==> config.mk <==
export PLATFORM = sky130hd
export DESIGN_NAME = sync_clk_sel
export DESIGN_NICKNAME = d
export VERILOG_FILES = /design/src/rtl/sync_sel_pkg.sv /design/src/rtl/sync_fall_det.sv /design/src/rtl/edge_interval_meter.sv /design/src/rtl/period_gen.sv /design/src/rtl/sync_clk_sel.sv
export SDC_FILE = /design/constraint.sdc
export NUM_CORES = 1
export LEC_CHECK = 0
export ABC_AREA = 1
export BUFFER_PORTS_ARGS = -buffer_cell sky130_fd_sc_hd__buf_2
export CAP_MARGIN = 20
export CORE_ASPECT_RATIO = 1.4
export CORE_MARGIN = 1.5
export CORE_UTILIZATION = 35
export CTS_CLUSTER_SIZE = 14
export DETAILED_ROUTE_END_ITERATION = 16
export HOLD_SLACK_MARGIN = 0.1
export PLACE_DENSITY = 0.55
export SLEW_MARGIN = 10
export SYNTH_ARGS = -nofsm -noshare
export SYNTH_HDL_FRONTEND = slang
export SYNTH_SLANG_ARGS = --single-unit
==> constraint.sdc <==
create_clock -name clk -period 1.8 [get_ports clk]
set_input_delay 0.36 -clock clk [delete_from_list [all_inputs] [get_ports clk]]
set_output_delay 0.36 -clock clk [all_outputs]
set_load 0.05 [all_outputs]
==> src/rtl/sync_sel_pkg.sv <==
package sync_sel_pkg;
    typedef enum logic [1:0] {
        SRC_INT = 2'd0,
        SRC_ARM = 2'd1,
        SRC_EXT = 2'd2
    } src_state_e;
endpackage

==> src/rtl/sync_fall_det.sv <==
module sync_fall_det #(
    parameter int STAGES = 2
) (
    input  logic clk,
    input  logic rst_n,
    input  logic sig_n,
    output logic fall
);
    logic [STAGES-1:0] chain_q;
    logic              last_q;

    always_ff @(posedge clk or negedge rst_n) begin
        if (!rst_n) begin
            chain_q <= '1;
            last_q  <= 1'b1;
        end else begin
            chain_q <= {chain_q[STAGES-2:0], sig_n};
            last_q  <= chain_q[STAGES-1];
        end
    end

    assign fall = last_q & ~chain_q[STAGES-1];
endmodule

==> src/rtl/edge_interval_meter.sv <==
module edge_interval_meter #(
    parameter int THRESH_CYC = 333,
    parameter int CNT_W      = 9
) (
    input  logic             clk,
    input  logic             rst_n,
    input  logic             fall,
    output logic [CNT_W-1:0] cur_cnt,
    output logic             short_ok,
    output logic             stale
);
    localparam logic [CNT_W-1:0] SAT = CNT_W'(THRESH_CYC + 1);
    localparam logic [CNT_W-1:0] LIM = CNT_W'(THRESH_CYC);

    logic [CNT_W-1:0] cnt_q;

    always_ff @(posedge clk or negedge rst_n) begin
        if (!rst_n)
            cnt_q <= SAT;
        else if (fall)
            cnt_q <= CNT_W'(1);
        else if (cnt_q != SAT)
            cnt_q <= cnt_q + 1'b1;
    end

    assign cur_cnt  = cnt_q;
    assign short_ok = fall && (cnt_q <= LIM);
    assign stale    = (cnt_q == SAT);
endmodule

==> src/rtl/period_gen.sv <==
module period_gen #(
    parameter int INT_PERIOD = 100,
    parameter int W          = $clog2(INT_PERIOD)
) (
    input  logic clk,
    input  logic rst_n,
    input  logic restart,
    output logic tick
);
    localparam logic [W-1:0] LAST = W'(INT_PERIOD - 1);

    logic [W-1:0] div_q;

    always_ff @(posedge clk or negedge rst_n) begin
        if (!rst_n)
            div_q <= '0;
        else if (restart || div_q == LAST)
            div_q <= '0;
        else
            div_q <= div_q + 1'b1;
    end

    assign tick = (div_q == LAST);
endmodule

==> src/rtl/sync_clk_sel.sv <==
module sync_clk_sel
    import sync_sel_pkg::*;
#(
    parameter int  THRESH_CYC  = 333,
    parameter int  INT_PERIOD  = 100,
    parameter int  MIN_GAP     = 6,
    parameter int  SYNC_STAGES = 2,
    localparam int CNT_W       = $clog2(THRESH_CYC + 2)
) (
    input  logic             clk,
    input  logic             rst_n,
    input  logic             sync_n,
    output logic             strobe_o,
    output logic             ext_sel_o,
    output logic [CNT_W-1:0] period_o
);
    localparam int             GAP_W   = $clog2(MIN_GAP + 1);
    localparam logic [GAP_W-1:0] GAP_MAX = GAP_W'(MIN_GAP);

    logic             fall, short_ok, stale, tick, restart;
    logic [CNT_W-1:0] cur_cnt;
    src_state_e       st_q, st_nxt;
    logic             req, strobe_d;
    logic [GAP_W-1:0] gap_q;

    sync_fall_det #(.STAGES(SYNC_STAGES)) u_fall (
        .clk(clk), .rst_n(rst_n), .sig_n(sync_n), .fall(fall)
    );

    edge_interval_meter #(.THRESH_CYC(THRESH_CYC), .CNT_W(CNT_W)) u_meter (
        .clk(clk), .rst_n(rst_n), .fall(fall),
        .cur_cnt(cur_cnt), .short_ok(short_ok), .stale(stale)
    );

    period_gen #(.INT_PERIOD(INT_PERIOD)) u_int (
        .clk(clk), .rst_n(rst_n), .restart(restart), .tick(tick)
    );

    // next state and period-start request
    always_comb begin
        st_nxt  = st_q;
        req     = 1'b0;
        restart = 1'b0;
        unique case (st_q)
            SRC_INT: begin
                req = tick;
                if (short_ok)
                    st_nxt = SRC_ARM;
            end
            SRC_ARM: begin
                req = tick;
                if (stale) begin
                    st_nxt = SRC_INT;
                end else if (fall) begin
                    st_nxt = SRC_EXT;
                    req    = 1'b1;
                end
            end
            SRC_EXT: begin
                if (stale) begin
                    st_nxt  = SRC_INT;
                    req     = 1'b1;
                    restart = 1'b1;
                end else begin
                    req = fall;
                end
            end
            default: st_nxt = SRC_INT;
        endcase
    end

    assign strobe_d = req && (gap_q >= GAP_MAX);

    // state register
    always_ff @(posedge clk or negedge rst_n) begin
        if (!rst_n)
            st_q <= SRC_INT;
        else
            st_q <= st_nxt;
    end

    // registered outputs and spacing guard
    always_ff @(posedge clk or negedge rst_n) begin
        if (!rst_n) begin
            strobe_o  <= 1'b0;
            ext_sel_o <= 1'b0;
            period_o  <= '0;
            gap_q     <= GAP_MAX;
        end else begin
            strobe_o  <= strobe_d;
            ext_sel_o <= (st_nxt == SRC_EXT);
            if (fall)
                period_o <= cur_cnt;
            if (strobe_d)
                gap_q <= GAP_W'(1);
            else if (gap_q != GAP_MAX)
                gap_q <= gap_q + 1'b1;
        end
    end
endmodule

==> impl.org <==
** Worst setup path
- Required time of the worst setup path :: 1970 ps
- On the critical path, the stage with the largest delay is an instance of sky130_fd_sc_hd__dfrtp_1.
- The critical path is of the flip-flop to flip-flop type.
- Most repeated library cell on the critical path :: sky130_fd_sc_hd__nand2_2
- Walking the worst path, the cells encountered are inv_1, ha_1, nand2_1, nor2_4, nand2_4, nand2_2, nand2_2, clkinv_2, nand2_4, nand2_2, nand2_1.
- Logic depth of the worst register-to-register path :: 11
- Arrival time at the worst endpoint :: 1670 ps
- Endpoint of the worst register-to-register path :: gap_q[0]
- CP Capture Type :: flip-flop
- Delay of the slowest critical-path stage :: 440 ps
- Setup slack on the worst reg-to-reg path comes out at 300 ps.
- The worst setup path is launched from a flip-flop.
- Beginning of the worst register-to-register path :: u_meter.cur_cnt[0]
- Highest net fanout along the worst path :: 7

** Synth
- For this run, the register share of the synthesized area comes to 0.540.
- Count of mapped cells out of synthesis :: 184
- A synthesized cell averages 8.94 um^2.
- The number of nets in the synthesized netlist is 193.
- The netlist uses 27 different library cells.
- Yosys reg bits :: 35
- Post-Syn Area :: 0.00165 mm^2
- Yosys Warn Count :: 0

** Power
- Power consumption :: 2.43 mW
- Leakage power :: 0.962 nW
- VDD IR max :: 0.000445 V
- Power spread over the standard cell area amounts to 1280 mW/mm^2.

** Detailed routing
- Remaining design rule violation count :: 0
- Dividing the detail-routed wire length by the instance count gives 11.2 um.
- In the routed layout, each cell is associated on average with a via count of 4.57.
- The final layout contains routed wiring with a total length of 2980 um.
- Iter 0 DRT Violations :: 46
- Router iterations before antenna repair :: 4
- Routed via count :: 1,220
- The detail route stage leaves a number of antenna-violating nets equal to 0.

** Floorplan
- Number of ports placed on the die boundary :: 14
- DIE HEIGHT :: 84.1 um
- After floorplanning, the core was sized to cover 0.00454 mm^2.
- The floorplan has 29 rows.
- Width of the chip :: 60.9 um
- The initial utilization of the core area, before any placement, comes to 0.363.
- Die footprint :: 0.00513 mm^2

** Clock tree
- Clock Sinks :: 35
- Post-CTS repair changed the size of 0 cells.
- The H-tree was split into 2 levels.
- Number of post-CTS setup repair buffers :: 0
- Clock tree root driver cell :: sky130_fd_sc_hd__clkbuf_8
- After clock tree synthesis, the clock-pin slew on the worst setup and hold paths is 70 ps.
- The later pin in the worst-skew pair is clocked with a latency of 280 ps.
- TritonCTS built the clock tree.
- Num CTS Buffers :: 5
- Number of buffers on the longest clock path :: 2
- Hold repair after CTS inserted 0 buffers.

** Global route
- Number of global-route vias before repair :: 1,225
- Overall global routing resource usage :: 0.142
- Summed over all layers, the global routing overflow is 0.
- The first global-routing pass estimated 5460 um of wire.
- Antenna violations before repair :: 0
- Maximum number of pins on one net before global-route repair :: 36

** STA
- Final count of pins violating max slew :: 0
- Worst Hold Margin :: 102 ps
- Highest clock rate :: 667 MHz
- Number of setup violations in the final report :: 0
- Least setup slack across all paths after layout :: 300 ps
- Min cycle time layout :: 1500 ps
- Of the available clock period, the critical path in the final layout requires 0.833.
- Total Neg Setup Slack :: 0 ps
- Max Clock Skew :: 4.87 ps
- Slew @ Worst Pin :: 455 ps
- Final hold violations :: 0
- Setup repair after global routing left no endpoint under its margin.
- Tightest slew margin relative to the limit :: 0.697

** Final layout
- The number of antenna diodes in the final layout is 0.
- Fraction of final layout cells with drive strength greater than 1 :: 0.244
- From synthesis to final layout, the design area changed by 15.1%.
- Utilization after layout :: 0.418
- At the end of the flow, the number of nets in the layout was 213.

** Placement
- Count of input and output buffers :: 13
- The congestion estimate from routability-driven global placement came to 0.782.
- Prior to clock tree synthesis, the placed netlist has a worst setup slack of 285 ps.
- Detailed placement HPWL :: 2150 um

** Job
- Max-cap violations in this run came to 0.

** Run status
- The flow ran to the end, and the final reports show no timing, DRC or antenna violations.

** Min path
- Class of the worst hold path :: primary input to async pin
[cell usage after synthesis]
| library cell | number | share of area |
|---|---|---|
| sky130_fd_sc_hd__xor2_1 | 2 | 0.011 |
| sky130_fd_sc_hd__a21oi_1 | 8 | 0.024 |
| sky130_fd_sc_hd__clkbuf_1 | 1 | 0.0023 |
| sky130_fd_sc_hd__buf_2 | 1 | 0.0030 |
| sky130_fd_sc_hd__inv_2 | 4 | 0.0091 |
| sky130_fd_sc_hd__and3_1 | 1 | 0.0038 |
| sky130_fd_sc_hd__nand2_2 | 9 | 0.034 |
| sky130_fd_sc_hd__clkinv_2 | 1 | 0.0030 |
| sky130_fd_sc_hd__nand2_4 | 2 | 0.014 |
| sky130_fd_sc_hd__nand3_1 | 7 | 0.021 |
| sky130_fd_sc_hd__nand3b_1 | 1 | 0.0046 |
| sky130_fd_sc_hd__inv_1 | 20 | 0.046 |
| sky130_fd_sc_hd__nor2_4 | 2 | 0.014 |
| sky130_fd_sc_hd__o21a_1 | 2 | 0.0091 |
| sky130_fd_sc_hd__nand4_1 | 2 | 0.0076 |
| sky130_fd_sc_hd__nor3_1 | 6 | 0.018 |
| sky130_fd_sc_hd__nor4_1 | 2 | 0.0076 |
| sky130_fd_sc_hd__o21ai_1 | 1 | 0.0030 |
| sky130_fd_sc_hd__a31oi_1 | 1 | 0.0038 |
| sky130_fd_sc_hd__o22ai_1 | 1 | 0.0038 |
| sky130_fd_sc_hd__dfstp_2 | 10 | 0.16 |
| sky130_fd_sc_hd__ha_1 | 6 | 0.046 |
| sky130_fd_sc_hd__o21ai_0 | 13 | 0.040 |
| sky130_fd_sc_hd__dfrtp_1 | 25 | 0.38 |
| sky130_fd_sc_hd__nor2_1 | 16 | 0.037 |
| sky130_fd_sc_hd__nor3b_1 | 2 | 0.0091 |
| sky130_fd_sc_hd__nand2_1 | 38 | 0.087 |
[cells by family after synthesis]
kind of cell               Yosys count  synth area share
adders and majority gates            6            0.0456
DFF                                 35             0.540
buffers and inverters               27            0.0631
AOI/OAI and AO/OA                   26            0.0836
and+or+nand+nor                     88             0.257
xor gates and xnor gates             2            0.0106
[worst max-delay path by stage]
stage	from	to	slack [ps]	depth (start not counted)
2_1_floorplan	u_meter.cur_cnt[1]	gap_q[0]	420	10
3_3_place_gp	u_meter.cur_cnt[0]	gap_q[0]	300	11
3_5_place_dp	u_meter.cur_cnt[0]	gap_q[0]	290	11
5_1_grt	u_meter.cur_cnt[0]	gap_q[0]	150	11
6_report	u_meter.cur_cnt[0]	gap_q[0]	300	11
4_1_cts	u_meter.cur_cnt[0]	gap_q[0]	280	11
[sequential cells by signal (all words and copies together), names as in the netlist]
name,cells
ext_sel_o,1
gap_q,3
period_o,9
st_q,2
strobe_o,1
u_fall.chain_q,2
u_fall.last_q,1
u_int.div_q,7
u_meter.cur_cnt,9
[power by group]
group | internal, mW | total (mW) | switching, mW
Clock | 0.349 | 0.619 | 0.270
Combinational | 0.222 | 0.696 | 0.474
Sequential | 0.987 | 1.11 | 0.126
[critical path, delay by kind of cell, from the launching register on]
kind	cells	cell delay [ps]
adder cells (fa/ha/maj)	1	160
buffers and inverters	2	180
flip-flops	1	440
AND/OR/NAND/NOR	8	610
[layout by cell type, fill, tap and decap left out, types with 2 or more instances in the layout]
cell type / instances
sky130_fd_sc_hd__o21ai_0: 13
sky130_fd_sc_hd__dfstp_2: 10
sky130_fd_sc_hd__o21a_1: 2
sky130_fd_sc_hd__nand2_1: 38
sky130_fd_sc_hd__buf_2: 13
sky130_fd_sc_hd__xor2_1: 2
sky130_fd_sc_hd__a21oi_1: 8
sky130_fd_sc_hd__clkbuf_8: 7
sky130_fd_sc_hd__nand3_1: 7
sky130_fd_sc_hd__nor3_1: 6
sky130_fd_sc_hd__inv_2: 4
sky130_fd_sc_hd__inv_1: 20
sky130_fd_sc_hd__nor3b_1: 2
sky130_fd_sc_hd__nand2_4: 2
sky130_fd_sc_hd__buf_4: 2
sky130_fd_sc_hd__ha_1: 6
sky130_fd_sc_hd__nor2_1: 16
sky130_fd_sc_hd__nand4_1: 2
sky130_fd_sc_hd__nor2_4: 2
sky130_fd_sc_hd__dfrtp_1: 25
sky130_fd_sc_hd__nand2_2: 9
sky130_fd_sc_hd__nor4_1: 2
[stage by stage]
| stage | area [um^2] | std cells |
|---|---|---|
| global placement | 1790 | 259 |
| detailed placement | 1790 | 259 |
| floorplan | 1650 | 184 |
| global route | 1890 | 267 |
| CTS | 1890 | 267 |
| finish | 1890 | 267 |
[per-layer routing]
| layer | vias to the layer above | GRT usage | wire [um] |
|---|---|---|---|
| li1 | 625 | - | - |
| met1 | 567 | 0.161 | 1300 |
| met2 | 18 | 0.230 | 1490 |
| met3 | 10 | 0.0450 | 95 |
| met4 | 0 | 0.0731 | 99 |
| met5 | - | 0 | 0 |
[area by class of cell]
class,count,area [um^2]
Inverter,25,95.1
Sequential cell,35,888
Multi-Input combinational cell,122,653
Clock buffer,8,100
Fill cell,472,2640
Timing Repair Buffer,15,80.1
Tap cell,62,77.6
(Power assumes the default switching activity.)
